<file path="src/rtl/usbd_disp_pkg.sv">
// Shared constants and types for the packet dispatcher.
// Assumes PID bytes arrive exactly as received (check nibble included).
package usbd_disp_pkg;
    localparam logic [7:0] PID_OUT   = 8'hE1;
    localparam logic [7:0] PID_IN    = 8'h69;
    localparam logic [7:0] PID_SETUP = 8'h2D;
    localparam logic [7:0] PID_DATA0 = 8'hC3;
    localparam logic [7:0] PID_DATA1 = 8'h4B;

    typedef enum logic [1:0] {
        RPL_NONE = 2'd0,
        RPL_ACK  = 2'd1,
        RPL_NAK  = 2'd2,
        RPL_DATA = 2'd3
    } reply_e;

    typedef struct packed {
        logic len_ok;
        logic is_data;
        logic is_in;
        logic is_setup_out;
        logic addr_ok;
    } pkt_class_t;
endpackage

</file>
<file path="src/rtl/usbd_pid_decode.sv">
// Classifies a finished packet from its first two bytes and its length.
// Purely combinational. Assumes the inputs are stable while pkt_done is high.
module usbd_pid_decode
    import usbd_disp_pkg::*;
#(
    parameter int LEN_W   = 4,
    parameter int MIN_LEN = 3
) (
    input  logic [7:0]       pid,
    input  logic [7:0]       addr_byte,
    input  logic [6:0]       dev_addr,
    input  logic [LEN_W-1:0] pkt_len,
    output pkt_class_t       cls
);
    localparam logic [LEN_W-1:0] MIN_LEN_V = LEN_W'(MIN_LEN);

    // Field decode: length floor, PID groups, low-7-bit address match.
    always_comb begin
        cls.len_ok       = (pkt_len >= MIN_LEN_V);
        cls.is_data      = (pid == PID_DATA0) || (pid == PID_DATA1);
        cls.is_in        = (pid == PID_IN);
        cls.is_setup_out = (pid == PID_SETUP) || (pid == PID_OUT);
        cls.addr_ok      = (addr_byte[6:0] == dev_addr);
    end
endmodule

</file>
<file path="src/rtl/usbd_buf_state.sv">
// Holds the firmware-visible buffer state: the pending receive length and
// token, the ping-pong select, and the transmit length.
// Assumes the core stores only when rx_len is zero and takes only when
// tx_len is non-zero, so those actions never collide with the firmware strobes.
module usbd_buf_state #(
    parameter int LEN_W = 4
) (
    input  logic             clk,
    input  logic             rst_n,
    input  logic             store_en,
    input  logic [LEN_W-1:0] store_len,
    input  logic [7:0]       store_tok,
    input  logic             tx_take,
    input  logic             rx_release,
    input  logic             tx_load,
    input  logic [LEN_W-1:0] tx_load_len,
    output logic [LEN_W-1:0] rx_len,
    output logic [7:0]       rx_token,
    output logic             rx_sel,
    output logic [LEN_W-1:0] tx_len
);
    // Receive side: accept a data packet and switch buffers, or free on release.
    always_ff @(posedge clk) begin
        if (!rst_n) begin
            rx_len   <= '0;
            rx_token <= '0;
            rx_sel   <= 1'b0;
        end else if (store_en) begin
            rx_len   <= store_len;
            rx_token <= store_tok;
            rx_sel   <= ~rx_sel;
        end else if (rx_release) begin
            rx_len   <= '0;
            rx_token <= '0;
        end
    end

    // Transmit side: empty on a data reply, load only into an empty buffer.
    always_ff @(posedge clk) begin
        if (!rst_n) begin
            tx_len <= '0;
        end else if (tx_take) begin
            tx_len <= '0;
        end else if (tx_load && (tx_len == '0)) begin
            tx_len <= tx_load_len;
        end
    end
endmodule

</file>
<file path="src/rtl/usbd_dispatch_core.sv">
// Decides the reply for each finished packet and keeps the remembered token.
// The order of tests is fixed: length, data PIDs, address, then token PIDs.
// Assumes pkt_done is a single-cycle strobe. A strobe seen while tx_busy is
// high is refused and flagged.
module usbd_dispatch_core
    import usbd_disp_pkg::*;
#(
    parameter int LEN_W = 4
) (
    input  logic             clk,
    input  logic             rst_n,
    input  logic             pkt_done,
    input  logic             tx_busy,
    input  pkt_class_t       cls,
    input  logic [7:0]       pid,
    input  logic [LEN_W-1:0] rx_len,
    input  logic [LEN_W-1:0] tx_len,
    output logic             store_en,
    output logic             tx_take,
    output logic [7:0]       token,
    output logic             reply_valid,
    output logic [1:0]       reply_kind,
    output logic             ovr_err
);
    logic   accept;
    logic   set_tok;
    logic   clr_tok;
    reply_e nxt_kind;

    assign accept = pkt_done && !tx_busy;

    // Decision tree for one accepted packet.
    always_comb begin
        nxt_kind = RPL_NONE;
        set_tok  = 1'b0;
        clr_tok  = 1'b0;
        store_en = 1'b0;
        tx_take  = 1'b0;
        if (accept) begin
            if (!cls.len_ok) begin
                clr_tok = 1'b1;
            end else if (cls.is_data) begin
                if (token == '0) begin
                    clr_tok = 1'b1;
                end else if (rx_len != '0) begin
                    nxt_kind = RPL_NAK;
                end else begin
                    nxt_kind = RPL_ACK;
                    store_en = 1'b1;
                end
            end else if (!cls.addr_ok) begin
                clr_tok = 1'b1;
            end else if (cls.is_in) begin
                if ((tx_len == '0) || (rx_len != '0)) begin
                    nxt_kind = RPL_NAK;
                end else begin
                    nxt_kind = RPL_DATA;
                    tx_take  = 1'b1;
                end
            end else if (cls.is_setup_out) begin
                set_tok = 1'b1;
            end else begin
                clr_tok = 1'b1;
            end
        end
    end

    // Remembered token register.
    always_ff @(posedge clk) begin
        if (!rst_n)       token <= '0;
        else if (set_tok) token <= pid;
        else if (clr_tok) token <= '0;
    end

    // Registered reply request and refusal flag.
    always_ff @(posedge clk) begin
        if (!rst_n) begin
            reply_valid <= 1'b0;
            reply_kind  <= RPL_NONE;
            ovr_err     <= 1'b0;
        end else begin
            reply_valid <= (nxt_kind != RPL_NONE);
            reply_kind  <= nxt_kind;
            ovr_err     <= pkt_done && tx_busy;
        end
    end
endmodule

</file>
<file path="src/rtl/usbd_dispatcher.sv">
// Top level of the packet dispatcher: the classifier, the decision core and
// the buffer state. A reply request is issued one cycle after pkt_done.
module usbd_dispatcher
    import usbd_disp_pkg::*;
#(
    parameter int LEN_W   = 4,
    parameter int MIN_LEN = 3
) (
    input  logic             clk,
    input  logic             rst_n,
    input  logic [6:0]       dev_addr,
    input  logic             pkt_done,
    input  logic [LEN_W-1:0] pkt_len,
    input  logic [7:0]       pkt_pid,
    input  logic [7:0]       pkt_addr,
    input  logic             tx_busy,
    input  logic             rx_release,
    input  logic             tx_load,
    input  logic [LEN_W-1:0] tx_load_len,
    output logic             reply_valid,
    output logic [1:0]       reply_kind,
    output logic             ovr_err,
    output logic [LEN_W-1:0] rx_len,
    output logic [7:0]       rx_token,
    output logic             rx_sel,
    output logic [LEN_W-1:0] tx_len
);
    pkt_class_t cls;
    logic       store_en;
    logic       tx_take;
    logic [7:0] token;

    usbd_pid_decode #(.LEN_W(LEN_W), .MIN_LEN(MIN_LEN)) u_dec (
        .pid       (pkt_pid),
        .addr_byte (pkt_addr),
        .dev_addr  (dev_addr),
        .pkt_len   (pkt_len),
        .cls       (cls)
    );

    usbd_dispatch_core #(.LEN_W(LEN_W)) u_core (
        .clk         (clk),
        .rst_n       (rst_n),
        .pkt_done    (pkt_done),
        .tx_busy     (tx_busy),
        .cls         (cls),
        .pid         (pkt_pid),
        .rx_len      (rx_len),
        .tx_len      (tx_len),
        .store_en    (store_en),
        .tx_take     (tx_take),
        .token       (token),
        .reply_valid (reply_valid),
        .reply_kind  (reply_kind),
        .ovr_err     (ovr_err)
    );

    usbd_buf_state #(.LEN_W(LEN_W)) u_buf (
        .clk         (clk),
        .rst_n       (rst_n),
        .store_en    (store_en),
        .store_len   (pkt_len),
        .store_tok   (token),
        .tx_take     (tx_take),
        .rx_release  (rx_release),
        .tx_load     (tx_load),
        .tx_load_len (tx_load_len),
        .rx_len      (rx_len),
        .rx_token    (rx_token),
        .rx_sel      (rx_sel),
        .tx_len      (tx_len)
    );
endmodule

</file>
<file path="config.mk">
export PLATFORM = sky130hd
export DESIGN_NAME = usbd_dispatcher
export DESIGN_NICKNAME = d
export VERILOG_FILES = /design/src/rtl/usbd_disp_pkg.sv /design/src/rtl/usbd_pid_decode.sv /design/src/rtl/usbd_buf_state.sv /design/src/rtl/usbd_dispatch_core.sv /design/src/rtl/usbd_dispatcher.sv
export SDC_FILE = /design/constraint.sdc
export NUM_CORES = 1
export LEC_CHECK = 0
export ABC_AREA = 1
export BUFFER_PORTS_ARGS = -buffer_cell sky130_fd_sc_hd__buf_2
export CAP_MARGIN = 15
export CORE_MARGIN = 10
export CORE_UTILIZATION = 45
export DETAILED_ROUTE_END_ITERATION = 6
export PLACE_DENSITY = 0.84
export SLEW_MARGIN = 5
export SYNTH_ARGS = -nofsm -noshare
export SYNTH_HDL_FRONTEND = slang
export SYNTH_SLANG_ARGS = --single-unit
</file>
<file path="constraint.sdc">
create_clock -name clk -period 1.7 [get_ports clk]
set_input_delay 0.17 -clock clk [delete_from_list [all_inputs] [get_ports clk]]
set_output_delay 0.17 -clock clk [all_outputs]
set_load 0.005 [all_outputs]
</file>
==> impl_metrics.tcl, run 1 <==
set metrics [dict create \
    final-seq-area_sq_um 580.6 \
    synth_xor_area_share_pct 4.520 \
    dieArea_sq_um 5610 \
    ctsHoldBuffers 0 \
    fin_crit_sh_pct 88.26 \
    worstSetupEndpointType "flop" \
    place_area_sq_um 1670 \
    nNetsFinal 283 \
    ff2ff_setup_slack_ns 0.20 \
    cts_setup_buffers 0 \
    synth_fa_ha_area_share_pct 0 \
    antenna_cells 0 \
    setup_tns_ns 0 \
    hold_viol 0 \
    numCtsBuffers 5 \
    synth_top_family_by_area "simple AND/OR/NAND/NOR gates" \
    vias 1365 \
    synth_compound_area_share_pct 8.487 \
    drtPass1Iterations 4 \
    track_usage_pct 12.07 \
    mappedNetlistNets 222 \
    cts_tree "yes" \
    hp-start "pkt_done" \
    crit_type "flop to flop" \
    cap_violations 0 \
    hold_depth 3 \
    timing.rr.end "u_core.token[0]" \
    syn2layout_area_growth_pct 27.40 \
    hp-class "input pin to flop" \
    switchingPower_uw 304.6 \
    fp-row-count 19 \
    synth_cell_type_count 28 \
    setup_slack_ns 0.1996 \
    yosysSeqAreaShare_pct 42.80 \
    netlist_area_sq_um 1356 \
    cp.required_ns 1.90 \
    ys_ff_latch 29 \
    setup_viol 0 \
    p_int_uw 951.0 \
    status "finished, final reports clean" \
    yosysWarnings 0 \
    fmax_ghz 0.6665 \
    final_area_sq_um 1728 \
    initial_core_util_pct 47.94 \
    grt_start_max_net_pins 22 \
    worst_pin_slew_ns 0.6194 \
    period_minus_slack_ns 1.500 \
    cts_root_buf "clkbuf_4" \
    num_io_pins 58 \
    skew_ns 0.008199 \
    maxSlewHeadroom_pct 58.66 \
    drive_above_1_share_pct 33.33 \
    vdd_drop_max_mv 0.5017 \
    coreArea_sq_um 2829 \
    post-place-ws_ns 0.1397 \
    fillCellCount 273 \
    synthMuxAreaShare_pct 0 \
    place_hpwl_um 2684 \
    wire_per_inst_um 12.09 \
    die_w_um 74.90 \
    swShare_pct 24.26 \
    clk-insertion-delay-late_ns 0.32 \
    grt_pass1_wl_um 5354 \
    synthCells 185 \
    clock_path_buffers 2 \
    p_per_area_nw_per_um2 726.6 \
    holdPathEnd "u_core.ovr_err" \
    arrival_ns 1.70 \
    multi_input_area_sq_um 685.7 \
    clock_sinks 29 \
    gp_congestion 0.7589 \
    ant_nets 0 \
    syn_avg_cell_area_sq_um 7.331 \
    clockPowerShare_pct 32.9 \
    holdWs_ns 0.08083 \
    drc_errors 0 \
    clk_pin_slew_ns 0.09 \
    grt_pass1_vias 1246 \
    cts_resized 0 \
    via_per_inst 4.928 \
    reg2reg_depth 10 \
    crit_fanout 7 \
    rsz0062_at_grt "no" \
    cts-htree-levels 2 \
    power_frac_seq_pct 55.4 \
    power.total_uw 1256 \
    maxSlewViolCount 0 \
    yosys.area_share.simple_pct 37.36 \
    comb_power_share_pct 11.8 \
    antenna_found_initial 0 \
    cp-start-kind "flop" \
    wl_um 3349 \
    drt-initial-drc-count 116 \
    p_leak_uw 0.0008615 \
    io_buffers 56 \
    die_h_um 74.90 \
    gr-total-overflow 0 \
    r2r-start "u_core.token[3]" \
]
per-layer routing:
layer | routed length [um] | global-route usage, % | vias to the layer above | share of wire (%)
met2 | 1746 | 20.86 | 31 | 52
met4 | 22 | 3.782 | 0 | 0.66
li1 | - | - | 720 | -
met1 | 1360 | 13.67 | 610 | 41
met3 | 219 | 4.074 | 4 | 6.5
met5 | 0 | 0 | - | 0
power by group through the flow:
stage | logic (uW) | registers (uW) | clock network (uW)
global route | 168 | 696 | 447
floorplan | 76.8 | 712 | 0
detailed placement | 149 | 711 | 0
finish | 148 | 695 | 413
global placement | 146 | 711 | 0
CTS | 149 | 695 | 419
cells in the final DEF, fill, tap and decap left out, types with 2 or more instances in the layout:
| master | netlist | layout |
|---|---|---|
| a21oi_1 | 22 | 22 |
| buf_2 | 1 | 56 |
| nand3_1 | 21 | 21 |
| buf_4 | 0 | 3 |
| nor3_4 | 2 | 2 |
| clkbuf_4 | 0 | 5 |
| inv_1 | 11 | 11 |
| nor3_1 | 3 | 3 |
| xor2_1 | 2 | 2 |
| nand2_2 | 2 | 3 |
| xnor2_1 | 5 | 5 |
| dfxtp_1 | 29 | 29 |
| nor2_2 | 4 | 4 |
| nand2_1 | 42 | 41 |
| nor3b_1 | 2 | 2 |
| inv_2 | 4 | 4 |
| nor2_1 | 21 | 21 |
critical path: stages (launching register included):
cell and delay (ns):
dfxtp_1 0.33, nor2_1 0.14, nand2_1 0.08, nor2_2 0.21, nand3_1 0.11, nand2_1 0.07, inv_1 0.04, nand3_1 0.09
nand2_2 0.11, a21oi_1 0.15, nor2_1 0.05
worst max path at each step:
stage               cells after the start       startpoint  slack [ns]           endpoint
floorplan                               7  u_buf.rx_len[1]        0.38    u_buf.rx_len[0]
global placement                        7  u_core.token[3]        0.21       u_buf.rx_sel
detailed placement                      7  u_core.token[3]        0.14  u_buf.rx_token[1]
CTS                                     7  u_core.token[3]        0.11  u_buf.rx_token[1]
global route                           10  u_core.token[3]        0.02    u_core.token[5]
finish                                 10  u_core.token[3]        0.20    u_core.token[0]
registers in the layout, summed over array words and instances, names as in the netlist:
signal / count
u_buf.tx_len: 4
u_core.ovr_err: 1
u_core.reply_kind: 2
u_buf.rx_sel: 1
u_buf.rx_token: 8
u_core.token: 8
u_buf.rx_len: 4
u_core.reply_valid: 1
cells by family after synthesis:
logic type / Yosys count
AO/OA/AOI/OAI: 23
AND/OR/NAND/NOR: 104
flip-flops: 29
XOR/XNOR: 7
buffers and inverters: 22
area by class of cell:
| class | instances | area share (%) |
|---|---|---|
| Clock buffer | 7 | 3.186 |
| Multi-Input combinational cell | 134 | 39.68 |
| Tap cell | 31 | 2.245 |
| Sequential cell | 29 | 33.60 |
| Inverter | 17 | 3.765 |
| Timing Repair Buffer | 59 | 17.52 |
Yosys cell counts (all sizes together):
cell / number / area [sq um]
buf: 3 / 20.01
nand2: 45 / 181.4
and2: 1 / 6.260
nand4: 1 / 6.260
a21oi: 22 / 110.1
nor4: 1 / 6.260
nor3b: 2 / 15.01
nor3: 6 / 57.55
clkbuf: 2 / 7.510
o21ai: 1 / 5.000
nor2: 25 / 103.9
xor2: 2 / 17.52
clkinv: 2 / 8.750
xnor2: 5 / 43.79
nand3b: 1 / 7.510
dfxtp: 29 / 580.6
nand3: 22 / 122.6
inv: 15 / 56.30
through the flow:
stage / cells / util (%)
after global routing: 277 / 61.08
after CTS: 277 / 60.99
after floorplan: 185 / -
after detailed placement: 270 / 59.04
final: 277 / 61.08
after global placement: 270 / 59.04
Note: power is estimated with default switching activity, not from simulation.
==> run 2: changes to the inputs <==
- ABC_AREA: 1 -> not set
- PLACE_DENSITY: 0.84 -> 0.85
==> impl_metrics.tcl, run 2 <==
set metrics [dict create \
    synth_top_area_share_pct 44.49 \
    holdPathEnd "u_buf.tx_len[0]" \
    mappedNetlistNets 178 \
    numCtsBuffers 5 \
    cts_tree "yes" \
    power.total_uw 1240 \
    hp-class "input pin to flop" \
    fp-row-count 19 \
    fillCellCount 230 \
    p_leak_uw 0.0008583 \
    cp_slowest_cell "or4_4" \
    yosysWarnings 0 \
    drc_errors 0 \
    setup_tns_ns -0.9484 \
    num_io_pins 58 \
    fin_crit_sh_pct 106.4 \
    skew_ns 0.007320 \
    die_w_um 73.85 \
    drtPass1Iterations 4 \
    failed_checks "negative setup slack" \
    drt-initial-drc-count 64 \
    worst_pin_slew_ns 0.3293 \
    timing.critical_path.mode_cell "buf_4" \
    clk_pin_slew_ns 0.09 \
    grtUsageMet1_pct 15.16 \
    cap_violations 0 \
    synthFlopType "dfxtp_1" \
    crit_fanout 5 \
    cp_slowest_stage_delay_ns 0.53 \
    synthCells 141 \
    yosysMostFrequentCell "dfxtp_1" \
    via_per_inst 5.195 \
    final_area_sq_um 1896 \
    clock_sinks 29 \
    stdcell_count 256 \
    p_per_area_nw_per_um2 654.1 \
    synth_commonest_cells "dfxtp_1, a21oi_1, nor2_1, nand2_1, nand3b_1" \
    r2r-start "u_buf.rx_len[3]" \
    dieArea_sq_um 5454 \
    io_buffers 56 \
    ff2ff_setup_slack_ns -0.11 \
    maxSlewViolCount 0 \
    dpl.cell_count 247 \
    place_hpwl_um 2836 \
    final_cell_mix "buf_2, dfxtp_1, buf_4, a21oi_1, nor2_1" \
    syn2layout_area_growth_pct 45.25 \
    die_h_um 73.85 \
    cp.required_ns 1.91 \
    yosysTopAreaCell "dfxtp_1" \
    cp-start-kind "flop" \
    synth_edf_count 0 \
    path_cells "or4_4 > nand3b_1 > buf_4 > nor3_4 > buf_4 > xnor2_1 > nor2_1" \
    netlist_area_sq_um 1305 \
    mostFrequentLayoutCell "buf_2" \
    drive_above_1_share_pct 44.89 \
    rsz0062_at_grt "yes" \
    wire_per_inst_um 13.67 \
    arrival_ns 2.02 \
    synth_cell_type_count 35 \
    yosysSeqAreaShare_pct 44.49 \
    grt_pass1_vias 1397 \
    worstSetupEndpointType "flop" \
    timing.rr.end "u_buf.rx_sel" \
    coreArea_sq_um 2758 \
    wl_um 3500 \
    reg2reg_depth 7 \
    gp_congestion 0.8047 \
    synthTopCellsByArea "dfxtp_1, a21oi_1, xnor2_1" \
    ant_nets 0 \
    hp-start "tx_load_len[0]" \
    fmax_ghz 0.5531 \
    vdd_drop_max_mv 0.7341 \
    cpLargestDelayFamily "simple AND/OR/NAND/NOR gates" \
    track_usage_pct 13.44 \
    ys_ff_latch 29 \
    setup_viol 18 \
    clk-insertion-delay-late_ns 0.32 \
    ys_async_sr_fraction_pct 0 \
    place_area_sq_um 1777 \
    gr-total-overflow 0 \
    grt_start_max_net_pins 14 \
    worst-path-buf-inv 2 \
    hold_viol 0 \
    clock_path_buffers 2 \
    cts-htree-levels 2 \
    antenna_found_initial 0 \
    cts_root_buf "clkbuf_4" \
    nNetsFinal 261 \
    setup_slack_ns -0.1080 \
    status "finished, violations left" \
    final_core_util_pct 68.74 \
    syn_avg_cell_area_sq_um 9.255 \
    hold_depth 3 \
    maxSlewHeadroom_pct 77.88 \
    period_minus_slack_ns 1.808 \
    antenna_cells 0 \
    top_regs "u_buf.rx_token x8, u_core.token x8" \
    grt_pass1_wl_um 5885 \
    vias 1330 \
    initial_core_util_pct 47.32 \
    met3_usage_pct 8.075 \
    busiest_layer "met2" \
    met2_usage_pct 20.83 \
    crit_type "flop to flop" \
]
[run 2: cells by family after synthesis]
family | share of synthesized area [%]
buffers and inverters | 1.821
XOR/XNOR | 6.712
flip-flops | 44.49
AO/OA/AOI/OAI | 16.11
AND/OR/NAND/NOR | 30.87
[run 2: layout make-up]
class	instances	area, sq um	area share, %
clock buffer	8	48.80	2.574
inverter	1	3.754	0.1980
multi-input combinational	107	757.0	39.93
sequential	29	583.1	30.76
tap	31	38.79	2.046
timing repair buffer	80	464.2	24.49
[run 2: through the flow]
stage | setup WS (ns) | hold slack (ns)
2_1_floorplan | -0.06892 | 0.2957
4_1_cts | -0.09476 | 0.05893
3_3_place_gp | -0.1360 | 0.3985
3_5_place_dp | -0.1858 | 0.4054
5_1_grt | -0.2206 | 0.05963
6_report | -0.1080 | 0.07382
[run 2: what timing repair did]
item,4_1_cts,5_1_grt
pin swaps,3,1
buffers inserted,1,0
setup endpoints to repair,22,24
endpoints found under the hold margin,0,0
hold buffers,0,0
resized for setup,8,7
[run 2: routing by layer]
layer	wire length, um	up-vias	part of all wire (%)
met2	1575	56	45
met1	1468	596	42
met4	22	0	0.63
met3	433	3	12
li1	-	675	-
met5	0	-	0
[run 2: how the worst max path moves through the flow]
stage,start,endpoint,depth (start not counted)
final,u_buf.rx_len[3],u_buf.rx_sel,7
after floorplan,u_buf.rx_len[3],u_buf.rx_token[0],6
after detailed placement,u_buf.rx_len[3],u_buf.rx_token[6],5
after global placement,u_buf.rx_len[3],u_buf.rx_token[7],5
after CTS,u_buf.rx_len[3],u_buf.rx_token[4],7
after global routing,u_buf.rx_len[3],u_buf.rx_sel,7
[run 2: where the power goes]
part,switching [uW],internal [uW],total (uW)
clock,211,164,376
combinational,77.3,90.9,168
sequential,7.31,688,696
total,296,944,1240
[run 2: worst register-to-register path, stage by stage, from the launching register on]
cell      delay (ns)
dfxtp_2         0.33
or4_4           0.53
nand3b_1        0.21
buf_4           0.17
nor3_4          0.13
buf_4           0.17
xnor2_1         0.12
nor2_1          0.05
==> run 3: changes to the inputs <==
- REMOVE_ABC_BUFFERS: not set -> 1
- SETUP_SLACK_MARGIN: not set -> 0.2
- TNS_END_PERCENT: not set -> 30
==> impl_metrics.tcl, run 3 (same netlist as run 2, synthesis figures left out) <==
set metrics [dict create \
    switchingPower_uw 342.6 \
    antenna_found_initial 0 \
    power.total_uw 1470 \
    failed_checks "negative setup slack" \
    maxSlewHeadroom_pct 72.80 \
    vias 1350 \
    hold_viol 0 \
    drc_errors 0 \
    top_regs "u_buf.rx_token x8, u_core.token x8" \
    cts-htree-levels 2 \
    rsz0062_at_grt "yes" \
    status "finished, violations left" \
    reg2reg_depth 6 \
    final_area_sq_um 1903 \
    die_w_um 73.85 \
    gp_congestion 0.7723 \
    wire_per_inst_um 15.54 \
    cp.required_ns 1.97 \
    cap_violations 0 \
    grt_start_max_net_pins 14 \
    fp-row-count 19 \
    syn2layout_area_growth_pct 45.83 \
    hp-class "input pin to flop" \
    holdPathEnd "u_buf.tx_len[3]" \
    grt_pass1_wl_um 6320 \
    crit_type "flop to flop" \
    period_minus_slack_ns 1.802 \
    final_cell_mix "buf_2, dfxtp_1, buf_4, a21oi_1, nor2_1" \
    ant_nets 0 \
    p_leak_uw 0.0008475 \
    p_per_area_nw_per_um2 772.5 \
    clockPowerShare_pct 41.2 \
    arrival_ns 2.07 \
    worstSetupEndpointType "flop" \
    cp_slowest_stage_delay_ns 0.54 \
    p_int_uw 1128 \
    gr-total-overflow 0 \
    cts_root_buf "clkbuf_4" \
    dieArea_sq_um 5454 \
    drtPass1Iterations 4 \
    numCtsBuffers 5 \
    swShare_pct 23.30 \
    io_buffers 56 \
    via_per_inst 5.357 \
    setup_viol 13 \
    path_cells "or4_4 > nand3b_1 > buf_4 > nor3_1 > o21a_1 > o21bai_1" \
    drive_above_1_share_pct 46.61 \
    drt-initial-drc-count 87 \
    cts_tree "yes" \
    die_h_um 73.85 \
    clk_pin_slew_ns 0.10 \
    clock_sinks 29 \
    hp-start "tx_load_len[3]" \
    hold_depth 3 \
    place_area_sq_um 1747 \
    crit_fanout 3 \
    cp-start-kind "flop" \
    post-place-ws_ns -0.2371 \
    setup_tns_ns -0.9086 \
    maxSlewViolCount 0 \
    ff2ff_setup_slack_ns -0.10 \
    fin_crit_sh_pct 106.0 \
    worst-path-buf-inv 1 \
    fmax_ghz 0.5550 \
    setup_slack_ns -0.1018 \
    grt_pass1_vias 1439 \
    worst_pin_slew_ns 0.4043 \
    vdd_drop_max_mv 0.5492 \
    num_io_pins 58 \
    mostFrequentLayoutCell "buf_2" \
    nNetsFinal 257 \
    clock_path_buffers 2 \
    coreArea_sq_um 2758 \
    comb_power_share_pct 11.4 \
    place_hpwl_um 2990 \
    skew_ns 0.006487 \
    track_usage_pct 14.65 \
    power_frac_seq_pct 47.4 \
    cpLargestDelayFamily "simple AND/OR/NAND/NOR gates" \
    cp_slowest_cell "or4_4" \
    wl_um 3916 \
    clk-insertion-delay-late_ns 0.33 \
    antenna_cells 0 \
    initial_core_util_pct 47.32 \
    holdWs_ns 0.07126 \
    timing.rr.end "u_core.reply_valid" \
    r2r-start "u_buf.rx_len[2]" \
]
[run 3: cell types whose count changed in the layout (fill, tap and decap cells not counted), sizes merged]
cell / delta
clkbuf: -2
bufinv: +1
clkinvlp: +1
buf: -4
[run 3: power by group through the flow]
| stage | Combinational [uW] | Sequential, uW | Clock (uW) |
|---|---|---|---|
| 6_report | 168 | 696 | 605 |
| 5_1_grt | 189 | 699 | 642 |
| 4_1_cts | 166 | 696 | 608 |
| 3_5_place_dp | 161 | 712 | 0 |
| 3_3_place_gp | 157 | 712 | 0 |
| 2_1_floorplan | 70.1 | 712 | 0 |
[run 3: layout make-up]
type | count | area (sq um)
clock buffers | 6 | 51.30
clock inverters | 2 | 37.54
fillers | 229 | 854.6
inverters | 1 | 3.754
multi-input cells | 107 | 755.7
flip-flops and latches | 29 | 585.6
well taps | 31 | 38.79
repair buffers | 76 | 430.4
[run 3: layer usage]
| layer | global-route usage, % | vias to the layer above | share of wire [%] |
|---|---|---|---|
| li1 | - | 665 | - |
| met1 | 15.80 | 612 | 39 |
| met2 | 23.30 | 61 | 46 |
| met3 | 7.537 | 12 | 11 |
| met4 | 6.625 | 0 | 3.4 |
| met5 | 0 | - | 0 |
[run 3: metrics by stage]
step | utilization [%] | cells
final | 69.01 | 252
after global routing | 69.01 | 252
after CTS | 68.38 | 251
after detailed placement | 63.34 | 243
after global placement | 63.34 | 243
after floorplan | - | 137
[run 3: worst min-delay path, cell delays in order]
cell and delay [ns]:
buf_2 0.07, a21oi_1 0.05, nor2_1 0.08
[run 3: what timing repair did]
action / CTS / global route
gates resized for setup: 15 / 2
hold buffers: 0 / 0
pin swaps: 24 / 14
buffers inserted: 0 / 1
endpoints found under the setup margin: 28 / 28
[run 3: how the worst max path moves through the flow]
stage | start | end | slack [ns] | depth (start not counted)
floorplan | u_buf.rx_len[3] | u_buf.rx_sel | -0.23 | 5
global placement | u_buf.rx_len[3] | u_buf.rx_token[1] | -0.18 | 5
detailed placement | u_buf.rx_len[3] | u_buf.rx_token[5] | -0.24 | 5
CTS | u_buf.rx_len[2] | u_buf.rx_token[5] | -0.11 | 5
global route | u_buf.rx_len[2] | u_core.reply_valid | -0.18 | 6
finish | u_buf.rx_len[2] | u_core.reply_valid | -0.10 | 6
